[src/rtl/obj_bind_pkg.sv]
package obj_bind_pkg;
  localparam int WORD_W = 32;
  localparam int CLS_W  = 8;
  localparam int OP_W   = 3;
  localparam int SLOT_W = 4;

  localparam int CB_KEY  = 12;
  localparam int CB_CLIP = 13;
  localparam int CB_SWZ  = 14;
  localparam int CB_OP   = 15;
  localparam int CB_REN  = 24;
  localparam int VB_DST  = 25;
  localparam int VB_SRC  = 26;
  localparam int VB_PAT  = 27;
  localparam int VB_ROP  = 28;
  localparam int VB_B1   = 29;
  localparam int VB_B4   = 30;

  localparam logic [CLS_W-1:0] CLS_NULL = 8'h30;

  typedef enum logic [1:0] {
    MK_CLASS = 2'd0,
    MK_OP    = 2'd1,
    MK_BIND  = 2'd2,
    MK_RSVD  = 2'd3
  } mthd_kind_e;

  typedef enum logic [SLOT_W-1:0] {
    SL_PAT_OLD = 4'd0,
    SL_PAT_NEW = 4'd1,
    SL_ROP     = 4'd2,
    SL_BLEND1  = 4'd3,
    SL_BLEND4  = 4'd4,
    SL_DST     = 4'd5,
    SL_SRC     = 4'd6,
    SL_COLOR   = 4'd7,
    SL_DEPTH   = 4'd8,
    SL_SURF2D  = 4'd9,
    SL_SURF2DS = 4'd10,
    SL_CLIP    = 4'd11,
    SL_KEY     = 4'd12
  } slot_e;
endpackage

[src/rtl/bind_decode.sv]
module bind_decode
  import obj_bind_pkg::*;
(
  input  logic [SLOT_W-1:0] slot_i,
  input  logic [CLS_W-1:0]  cls_i,
  output logic              ok_o,
  output logic [WORD_W-1:0] ctrl_mask_o,
  output logic [WORD_W-1:0] ctrl_val_o,
  output logic [WORD_W-1:0] vld_mask_o,
  output logic [WORD_W-1:0] vld_val_o
);
  logic              in_ctrl;
  logic [4:0]        bit_idx;
  logic [CLS_W-1:0]  set_cls;
  logic              is_null, is_set, is_swz, surf2d;

  always_comb begin
    in_ctrl = 1'b0;
    bit_idx = 5'(VB_DST);
    set_cls = 8'h00;
    surf2d  = 1'b0;
    unique case (slot_i)
      SL_PAT_OLD: begin bit_idx = 5'(VB_PAT); set_cls = 8'h18; end
      SL_PAT_NEW: begin bit_idx = 5'(VB_PAT); set_cls = 8'h44; end
      SL_ROP:     begin bit_idx = 5'(VB_ROP); set_cls = 8'h43; end
      SL_BLEND1:  begin bit_idx = 5'(VB_B1);  set_cls = 8'h12; end
      SL_BLEND4:  begin bit_idx = 5'(VB_B4);  set_cls = 8'h72; end
      SL_DST:     begin bit_idx = 5'(VB_DST); set_cls = 8'h58; end
      SL_SRC:     begin bit_idx = 5'(VB_SRC); set_cls = 8'h59; end
      SL_COLOR:   begin bit_idx = 5'(VB_DST); set_cls = 8'h5A; end
      SL_DEPTH:   begin bit_idx = 5'(VB_SRC); set_cls = 8'h5B; end
      SL_SURF2D, SL_SURF2DS: begin
        bit_idx = 5'(VB_DST); set_cls = 8'h42; surf2d = 1'b1;
      end
      SL_CLIP:    begin in_ctrl = 1'b1; bit_idx = 5'(CB_CLIP); set_cls = 8'h19; end
      SL_KEY:     begin in_ctrl = 1'b1; bit_idx = 5'(CB_KEY);  set_cls = 8'h57; end
      default:    set_cls = 8'h00;
    endcase
  end

  assign is_null = (cls_i == CLS_NULL);
  assign is_set  = (cls_i == set_cls) && (set_cls != 8'h00);
  assign is_swz  = (slot_i == SL_SURF2DS) && (cls_i == 8'h52);

  always_comb begin
    ok_o        = (slot_i <= SL_KEY) && (is_null || is_set || is_swz);
    ctrl_mask_o = '0;
    ctrl_val_o  = '0;
    vld_mask_o  = '0;
    vld_val_o   = '0;
    if (in_ctrl) begin
      ctrl_mask_o[bit_idx] = 1'b1;
      ctrl_val_o[bit_idx]  = !is_null;
    end else begin
      vld_mask_o[bit_idx]  = 1'b1;
      vld_val_o[bit_idx]   = !is_null;
    end
    if (surf2d) begin
      // swizzle flag follows the surface kind; plain/null clears it
      ctrl_mask_o[CB_SWZ] = 1'b1;
      ctrl_val_o[CB_SWZ]  = is_swz;
    end
  end
endmodule

[src/rtl/render_gate.sv]
module render_gate
  import obj_bind_pkg::*;
(
  input  logic [CLS_W-1:0]  cls_i,
  input  logic [OP_W-1:0]   op_i,
  input  logic [WORD_W-1:0] vld_i,
  output logic              en_o
);
  logic need_src, op_ok;

  assign need_src = (cls_i == 8'h1F) || (cls_i == 8'h48);

  always_comb begin
    unique case (op_i)
      3'd0, 3'd3: op_ok = 1'b1;
      3'd1:       op_ok = vld_i[VB_PAT] && vld_i[VB_ROP];
      3'd2:       op_ok = vld_i[VB_B1];
      3'd4, 3'd5: op_ok = vld_i[VB_B4];
      default:    op_ok = 1'b0;
    endcase
  end

  assign en_o = vld_i[VB_DST] && (!need_src || vld_i[VB_SRC]) && op_ok;
endmodule

[src/rtl/obj_bind_validator.sv]
module obj_bind_validator
  import obj_bind_pkg::*;
(
  input  logic              clk_i,
  input  logic              rst_ni,
  input  logic              mthd_valid_i,
  input  logic [1:0]        mthd_kind_i,
  input  logic [SLOT_W-1:0] slot_i,
  input  logic [CLS_W-1:0]  data_i,
  output logic [WORD_W-1:0] ctrl_word_o,
  output logic [WORD_W-1:0] valid_word_o,
  output logic              render_en_o,
  output logic              err_o
);
  localparam logic [CLS_W-1:0] OLD_CLS_LIMIT = 8'h40;
  localparam int               OP_MAX        = 5;

  logic [WORD_W-1:0] ctrl_q, vld_q, ctrl_pre, ctrl_n, vld_n;
  logic [WORD_W-1:0] b_cmask, b_cval, b_vmask, b_vval;
  logic              b_ok, accept, en_n, err_q;
  mthd_kind_e        kind;

  assign kind = mthd_kind_e'(mthd_kind_i);

  bind_decode u_dec (
    .slot_i      (slot_i),
    .cls_i       (data_i),
    .ok_o        (b_ok),
    .ctrl_mask_o (b_cmask),
    .ctrl_val_o  (b_cval),
    .vld_mask_o  (b_vmask),
    .vld_val_o   (b_vval)
  );

  always_comb begin
    ctrl_pre = ctrl_q;
    vld_n    = vld_q;
    accept   = 1'b0;
    unique case (kind)
      MK_CLASS: begin
        accept = 1'b1;
        ctrl_pre[CLS_W-1:0] = data_i;
      end
      MK_OP: begin
        accept = (int'(data_i) <= OP_MAX) &&
                 !((data_i > 8'd2) && (ctrl_q[CLS_W-1:0] < OLD_CLS_LIMIT));
        ctrl_pre[CB_OP +: OP_W] = data_i[OP_W-1:0];
      end
      MK_BIND: begin
        accept   = b_ok;
        ctrl_pre = (ctrl_q & ~b_cmask) | b_cval;
        vld_n    = (vld_q & ~b_vmask) | b_vval;
      end
      default: accept = 1'b0;
    endcase
  end

  render_gate u_gate (
    .cls_i (ctrl_pre[CLS_W-1:0]),
    .op_i  (ctrl_pre[CB_OP +: OP_W]),
    .vld_i (vld_n),
    .en_o  (en_n)
  );

  always_comb begin
    ctrl_n         = ctrl_pre;
    ctrl_n[CB_REN] = en_n;
  end

  always_ff @(posedge clk_i or negedge rst_ni) begin
    if (!rst_ni) begin
      ctrl_q <= '0;
      vld_q  <= '0;
      err_q  <= 1'b0;
    end else begin
      err_q <= mthd_valid_i && !accept;
      if (mthd_valid_i && accept) begin
        ctrl_q <= ctrl_n;
        vld_q  <= vld_n;
      end
    end
  end

  assign ctrl_word_o  = ctrl_q;
  assign valid_word_o = vld_q;
  assign render_en_o  = ctrl_q[CB_REN];
  assign err_o        = err_q;
endmodule

[config.mk]
export PLATFORM = sky130hd
export DESIGN_NAME = obj_bind_validator
export DESIGN_NICKNAME = d
export VERILOG_FILES = /design/src/rtl/obj_bind_pkg.sv /design/src/rtl/bind_decode.sv /design/src/rtl/render_gate.sv /design/src/rtl/obj_bind_validator.sv
export SDC_FILE = /design/constraint.sdc
export NUM_CORES = 1
export LEC_CHECK = 0
export BUFFER_PORTS_ARGS = -buffer_cell sky130_fd_sc_hd__buf_2
export CORE_AREA = 5 5 93 73
export DETAILED_ROUTE_END_ITERATION = 6
export DIE_AREA = 0 0 98 78
export GPL_TIMING_DRIVEN = 0
export PLACE_DENSITY = 0.71
export SETUP_SLACK_MARGIN = 0.15
export SYNTH_ARGS = -nofsm -noshare
export SYNTH_HDL_FRONTEND = slang
export SYNTH_SLANG_ARGS = --single-unit
[constraint.sdc]
create_clock -name clk_i -period 2.24 [get_ports clk_i]
set_input_delay 0.56 -clock clk_i [delete_from_list [all_inputs] [get_ports clk_i]]
set_output_delay 0.56 -clock clk_i [all_outputs]
set_load 0.005 [all_outputs]
==> flow_summary.ini, run 1 <==
[worst_setup_path]
reg2reg_depth = 8
cp.arrival_ps = 2620
crit_path_start_kind = input port
crit_required_ps = 2420
crit_path_end_kind = flip-flop
critPathMaxFanout = 5
critical_path_class = in2reg

[worst_hold_path]
hp-class = in2async

[die]
num_io_pins = 83
initial_core_util = 0.442
core_area_um2 = 5740
row_count = 24
die_area_um2 = 7640
die_h_um = 78
die_w_um = 98

[cts]
clock_sinks = 43
clk_latency_ps = 300
cts_tree = done
clockRootBuffer = clkbuf_8
ctsHoldBuffers = 0
cts_buffers = 5
htree_levels = 2
cts_buffer_depth = 2
clk_pin_slew_ps = 80

[global_route]
grt_max_degree = 44
grt_pass1_vias = 2210
grt_first_pass_wirelength_mm = 11.3
antenna_found_initial = 0
gr-total-overflow = 0
track_usage = 0.179

[cells_and_area]
final_nets = 380
post-route-util = 0.607
area_growth_pct = 37.3
drive_above_1_share = 0.461
antenna_cells = 0

[sta]
fin_crit_ps = 2430
hold_violations = 0
slew_headroom = 0.370
rsz0062_at_grt = yes
setup_violations = 18
fmax_mhz = 411
min_period_over_period = 1.09
report.final.slew_viol_count = 0
skew_ps = 3.86
fin_ws_ps = -193
worstMarginPinSlew_ps = 945

[synth]
synth_xor_area_frac = 0.0173
synth_top_family_by_area = simple AND/OR/NAND/NOR gates
yosysSeqAreaShare = 0.425
synth_cell_types = 54
synth_compound_area_frac = 0.130
syn_area_per_cell_um2 = 9.78
synth-seq-cells = 43
synth_edf_count = 0
netlist_instances = 259
synthAdderAreaFrac = 0.0198
synth_mux_area_frac = 0.111
yosysWarningCount = 0
synth_simple_gate_area_frac = 0.156
syn_area_um2 = 2530
synthArstFlopShare = 1.00
synthFlopType = dfrtp_1

[power]
ir_drop_v = 0.000435
finalPower_uw = 2050
p_leak_uw = 0.00174
power_density_nw_per_um2 = 589

[place]
place_ws_ps = -663
portBuffers = 55
place_congestion = 0.870
hpwl_mm = 4.78

[drt]
routed_wl_mm = 6.56
dr.pass1.iters = 4
vias = 2198
vias_per_cell = 5.02
wl_per_cell_um = 15.0
final_antenna_net_count = 0
detailedRoute.firstIterationViolations = 138
drc_errors = 0

[run_status]
violations = setup timing
status = finished with violations

[job]
cap_violations = 0
## cell usage after synthesis, drive strengths merged, types with 5 or more instances
| cell | number | share of area |
|---|---|---|
| nor4b | 5 | 0.020 |
| buf | 34 | 0.092 |
| clkbuf | 25 | 0.037 |
| a21oi | 11 | 0.022 |
| mux2 | 24 | 0.11 |
| dfrtp | 43 | 0.42 |
| nand2 | 19 | 0.028 |
| nor3 | 6 | 0.012 |
| nor2 | 12 | 0.020 |
| o21ai | 10 | 0.020 |
| inv | 7 | 0.010 |
## timing repair
action | in CTS | in global routing
resized for setup | 34 | 3
endpoints found under the hold margin | 0 | 0
pin swaps | 7 | 1
buffers inserted | 13 | 2
cloned | 2 | 0
setup endpoints to repair | 19 | 18
## final cells by class
class	count	area [um2]
clock inverter	2	12.5
multi-input combinational	171	1350
clock buffer	6	72.6
buffer	59	398
tap	78	97.6
inverter	7	28.8
fill	492	2260
timing repair buffer	72	447
sequential	43	1080
## registers in the layout, summed over array words and instances (netlist names)
signal	count
ctrl_word_o	26
valid_word_o	16
err_o	1
## per-layer routing
layer,share of wire,track usage,vias up
li1,-,-,1054
met1,0.45,0.255,1051
met2,0.46,0.272,86
met3,0.084,0.0502,7
met4,0.0070,0.0360,0
met5,0,0,-
## worst max-delay path, cell delays in order
cell and delay (ps):
buf_8 110, buf_8 130, nor4b_4 310, xor2_1 100, nor3_1 160, o211ai_1 160, o41ai_4 210, buf_4 200
or3b_1 370, mux2_4 300
## logic make-up after synthesis
logic type               after synthesis
buffers and inverters                 66
multiplexers                          25
XOR/XNOR                               5
flip-flops                            43
adder cells (fa/ha/maj)                4
AO/OA/AOI/OAI                         46
other                                  1
AND/OR/NAND/NOR                       69
## worst paths after layout
check                           slack [ps]                to             start
worst max-delay path                  -190  valid_word_o[26]         slot_i[1]
worst min-delay path                   400   ctrl_word_o[26]            rst_ni
worst max register to register         170  valid_word_o[25]    ctrl_word_o[6]
worst min register to register         450  valid_word_o[15]  valid_word_o[15]
max in group asynchronous             1250   ctrl_word_o[16]            rst_ni
min in group clk_i                     450  valid_word_o[15]  valid_word_o[15]
## placed cells by master, fill, tap and decap left out, types with 2 or more instances in the layout
master / synthesis / final
xor2_1: 3 / 3
buf_6: 0 / 9
mux2_2: 13 / 11
clkbuf_2: 0 / 2
mux2_4: 0 / 12
a21oi_2: 0 / 6
a211oi_2: 1 / 2
nand3_1: 4 / 2
buf_2: 7 / 54
conb_1: 1 / 22
a211oi_1: 3 / 2
nand2_1: 19 / 17
dfrtp_1: 43 / 43
nand2b_1: 2 / 2
nor3_1: 6 / 5
a221oi_2: 0 / 2
buf_4: 26 / 38
nor4b_1: 4 / 3
nand2_2: 0 / 2
nor2_4: 0 / 2
nand4b_1: 2 / 2
o211ai_1: 2 / 2
a32oi_1: 2 / 2
clkbuf_1: 25 / 23
clkbuf_8: 0 / 6
inv_1: 6 / 5
nand3b_1: 3 / 3
nor2_1: 10 / 9
nand4_1: 3 / 3
a21oi_1: 11 / 5
o21ai_1: 3 / 4
xnor2_1: 2 / 2
nor2b_1: 2 / 2
o21ai_0: 7 / 6
buf_8: 0 / 2
a31oi_1: 3 / 3
a211o_1: 2 / 2
ha_1: 4 / 3
## power by group
part	internal [uW]	switching, uW	total [uW]
logic	342	292	634
registers	863	74.0	937
clock network	218	262	480
## per-stage QoR
step	instance area (um2)	std cells	hold slack (ps)	TNS, ps
floorplan	2740	280	264	-1560
global placement	3120	413	434	-9820
detailed placement	3120	413	442	-9920
CTS	3450	436	429	-955
global route	3480	438	470	-3210
finish	3480	438	404	-1480
Note: power is estimated with default switching activity, not from simulation.
==> inputs of run 2 (changes only) <==
CORE_AREA = 5 5 86 68   (was 5 5 93 73)
CTS_BUF_LIST = sky130_fd_sc_hd__clkbuf_8   (was default)
DIE_AREA = 0 0 91 73   (was 0 0 98 78)
PLACE_DENSITY = 0.82   (was 0.71)
==> run 2 against run 1 <==
Worst setup slack worse by 150 ps. Final cell count down 4.1%. Die area down 13%. Critical path type unchanged. The run still ends with setup timing left. Power up 11%.
==> flow_summary.ini, run 2 (synthesis gave the netlist of run 1 again) <==
[worst_setup_path]
crit_path_end_kind = flip-flop
crit_chain = buf_8, buf_8, nor4b_4, xor2_1, nor3_1, o211ai_1, o41ai_4, or3b_4, mux2_4
cp_top_family = simple AND/OR/NAND/NOR gates
slowest_delay_ps = 440
critical_path_class = in2reg
reg2reg_depth = 8
cp.arrival_ps = 2760
critPathMaxFanout = 5
rrSetupSlack_ps = 280
r2r_end = ctrl_word_o[14]
endpoint = valid_word_o[26]
crit_required_ps = 2410
critPathMostFrequentCell = buf_8
worst-path-buf-inv = 2
r2r_start = ctrl_word_o[6]
crit_path_start_kind = input port
worstSetupPathDepth = 9
worst_path_max_delay_cell = or3b_4
cp-startpoint = slot_i[1]

[drt]
drc_errors = 0
wl_met3_um = 629
top_layer = met4
vias_per_cell = 5.32
final_antenna_net_count = 0
detailedRoute.firstIterationViolations = 155
routed_wl_mm = 6.66
drt-met1-wl_mm = 2.85
met2_length_mm = 3.13
vias = 2234
dr.pass1.iters = 5
wl_per_cell_um = 15.8

[power]
comb_power_share = 0.286
ir_drop_v = 0.000571
clockPowerShare = 0.303
finalPower_uw = 2290
power_density_nw_per_um2 = 643
switching_power_uw = 630
p_leak_uw = 0.00181
p_int_uw = 1660
seqPwrFrac = 0.411
switching_share = 0.275

[cells_and_area]
area_growth_pct = 40.3
final_nets = 378
layout_commonest_cell = buf_2
antenna_cells = 0
final_cell_mix = buf_2 (55), dfrtp_1 (43), buf_4 (34)
largest_reg_flops = 26
drive_above_1_share = 0.469

[place]
portBuffers = 55
hpwl_mm = 4.73
place_ws_ps = -637
place_congestion = 0.934

[run_status]
status = finished with violations
violations = setup timing

[cts]
clock_sinks = 43
cts_buffer_depth = 2
clk_latency_ps = 290
htree_levels = 2
cts_tree = done
clk_pin_slew_ps = 80
clockRootBuffer = clkbuf_8
cts_buffers = 5

[die]
die_h_um = 73
row_count = 23
num_io_pins = 83
initial_core_util = 0.503
die_area_um2 = 6640
core_area_um2 = 5040
die_w_um = 91

[job]
cap_violations = 0

[sta]
rsz0062_at_grt = yes
fin_crit_ps = 2590
hold_violations = 0
report.final.slew_viol_count = 0
min_period_over_period = 1.15
fin_ws_ps = -347
setup_violations = 19
worstMarginPinSlew_ps = 925
setup_tns_ps = -4030
fmax_mhz = 387
skew_ps = 8.01
slew_headroom = 0.383

[global_route]
gr-total-overflow = 0
grt_first_pass_wirelength_mm = 10.4
grt_pass1_vias = 2113
track_usage = 0.193
antenna_found_initial = 0
grt_max_degree = 44

[worst_hold_path]
hp-class = in2async
==> run 2: worst min-delay path by stage <==
| stage | to | slack, ps | depth (start not counted) |
|---|---|---|---|
| floorplan | ctrl_word_o[0] | 260 | 0 |
| global placement | ctrl_word_o[30] | 430 | 1 |
| detailed placement | valid_word_o[9] | 440 | 1 |
| CTS | ctrl_word_o[2] | 420 | 1 |
| global route | valid_word_o[9] | 470 | 1 |
| finish | ctrl_word_o[1] | 400 | 1 |
==> run 2: area by class of cell <==
type | count | area, um2
repair buffers | 70 | 442
plain buffers | 59 | 405
fillers | 357 | 1480
flip-flops and latches | 43 | 1080
inverters | 7 | 31.3
clock inverters | 3 | 63.8
multi-input cells | 171 | 1390
well taps | 62 | 77.6
clock buffers | 5 | 68.8
==> run 2: through the flow <==
step | hold WS, ps | cell area [um2] | utilization | instances
6_report | 399 | 3560 | 0.706 | 420
5_1_grt | 469 | 3560 | 0.706 | 420
4_1_cts | 424 | 3450 | 0.685 | 417
3_5_place_dp | 441 | 3100 | 0.615 | 397
3_3_place_gp | 434 | 3100 | 0.615 | 397
2_1_floorplan | 264 | 2740 | - | 280
==> run 2: layer usage <==
layer  vias to the layer above  global-route usage
li1                       1050                   -
met1                      1068               0.264
met2                       108               0.301
met3                         8              0.0649
met4                         0              0.0456
met5                         -                   0
==> run 2: power groups by stage <==
stage,clock network (uW),logic [uW],registers [uW]
after CTS,708,619,936
after global placement,0,551,943
after global routing,738,703,956
after floorplan,0,367,945
after detailed placement,0,565,948
final,694,653,940
==> run 2: what timing repair did <==
action / 4_1_cts / 5_1_grt
cloned: 1 / 0
pin swaps: 5 / 8
setup buffers: 11 / 3
resized for setup: 32 / 15
hold buffers: 0 / 0
setup endpoints to repair: 19 / 19
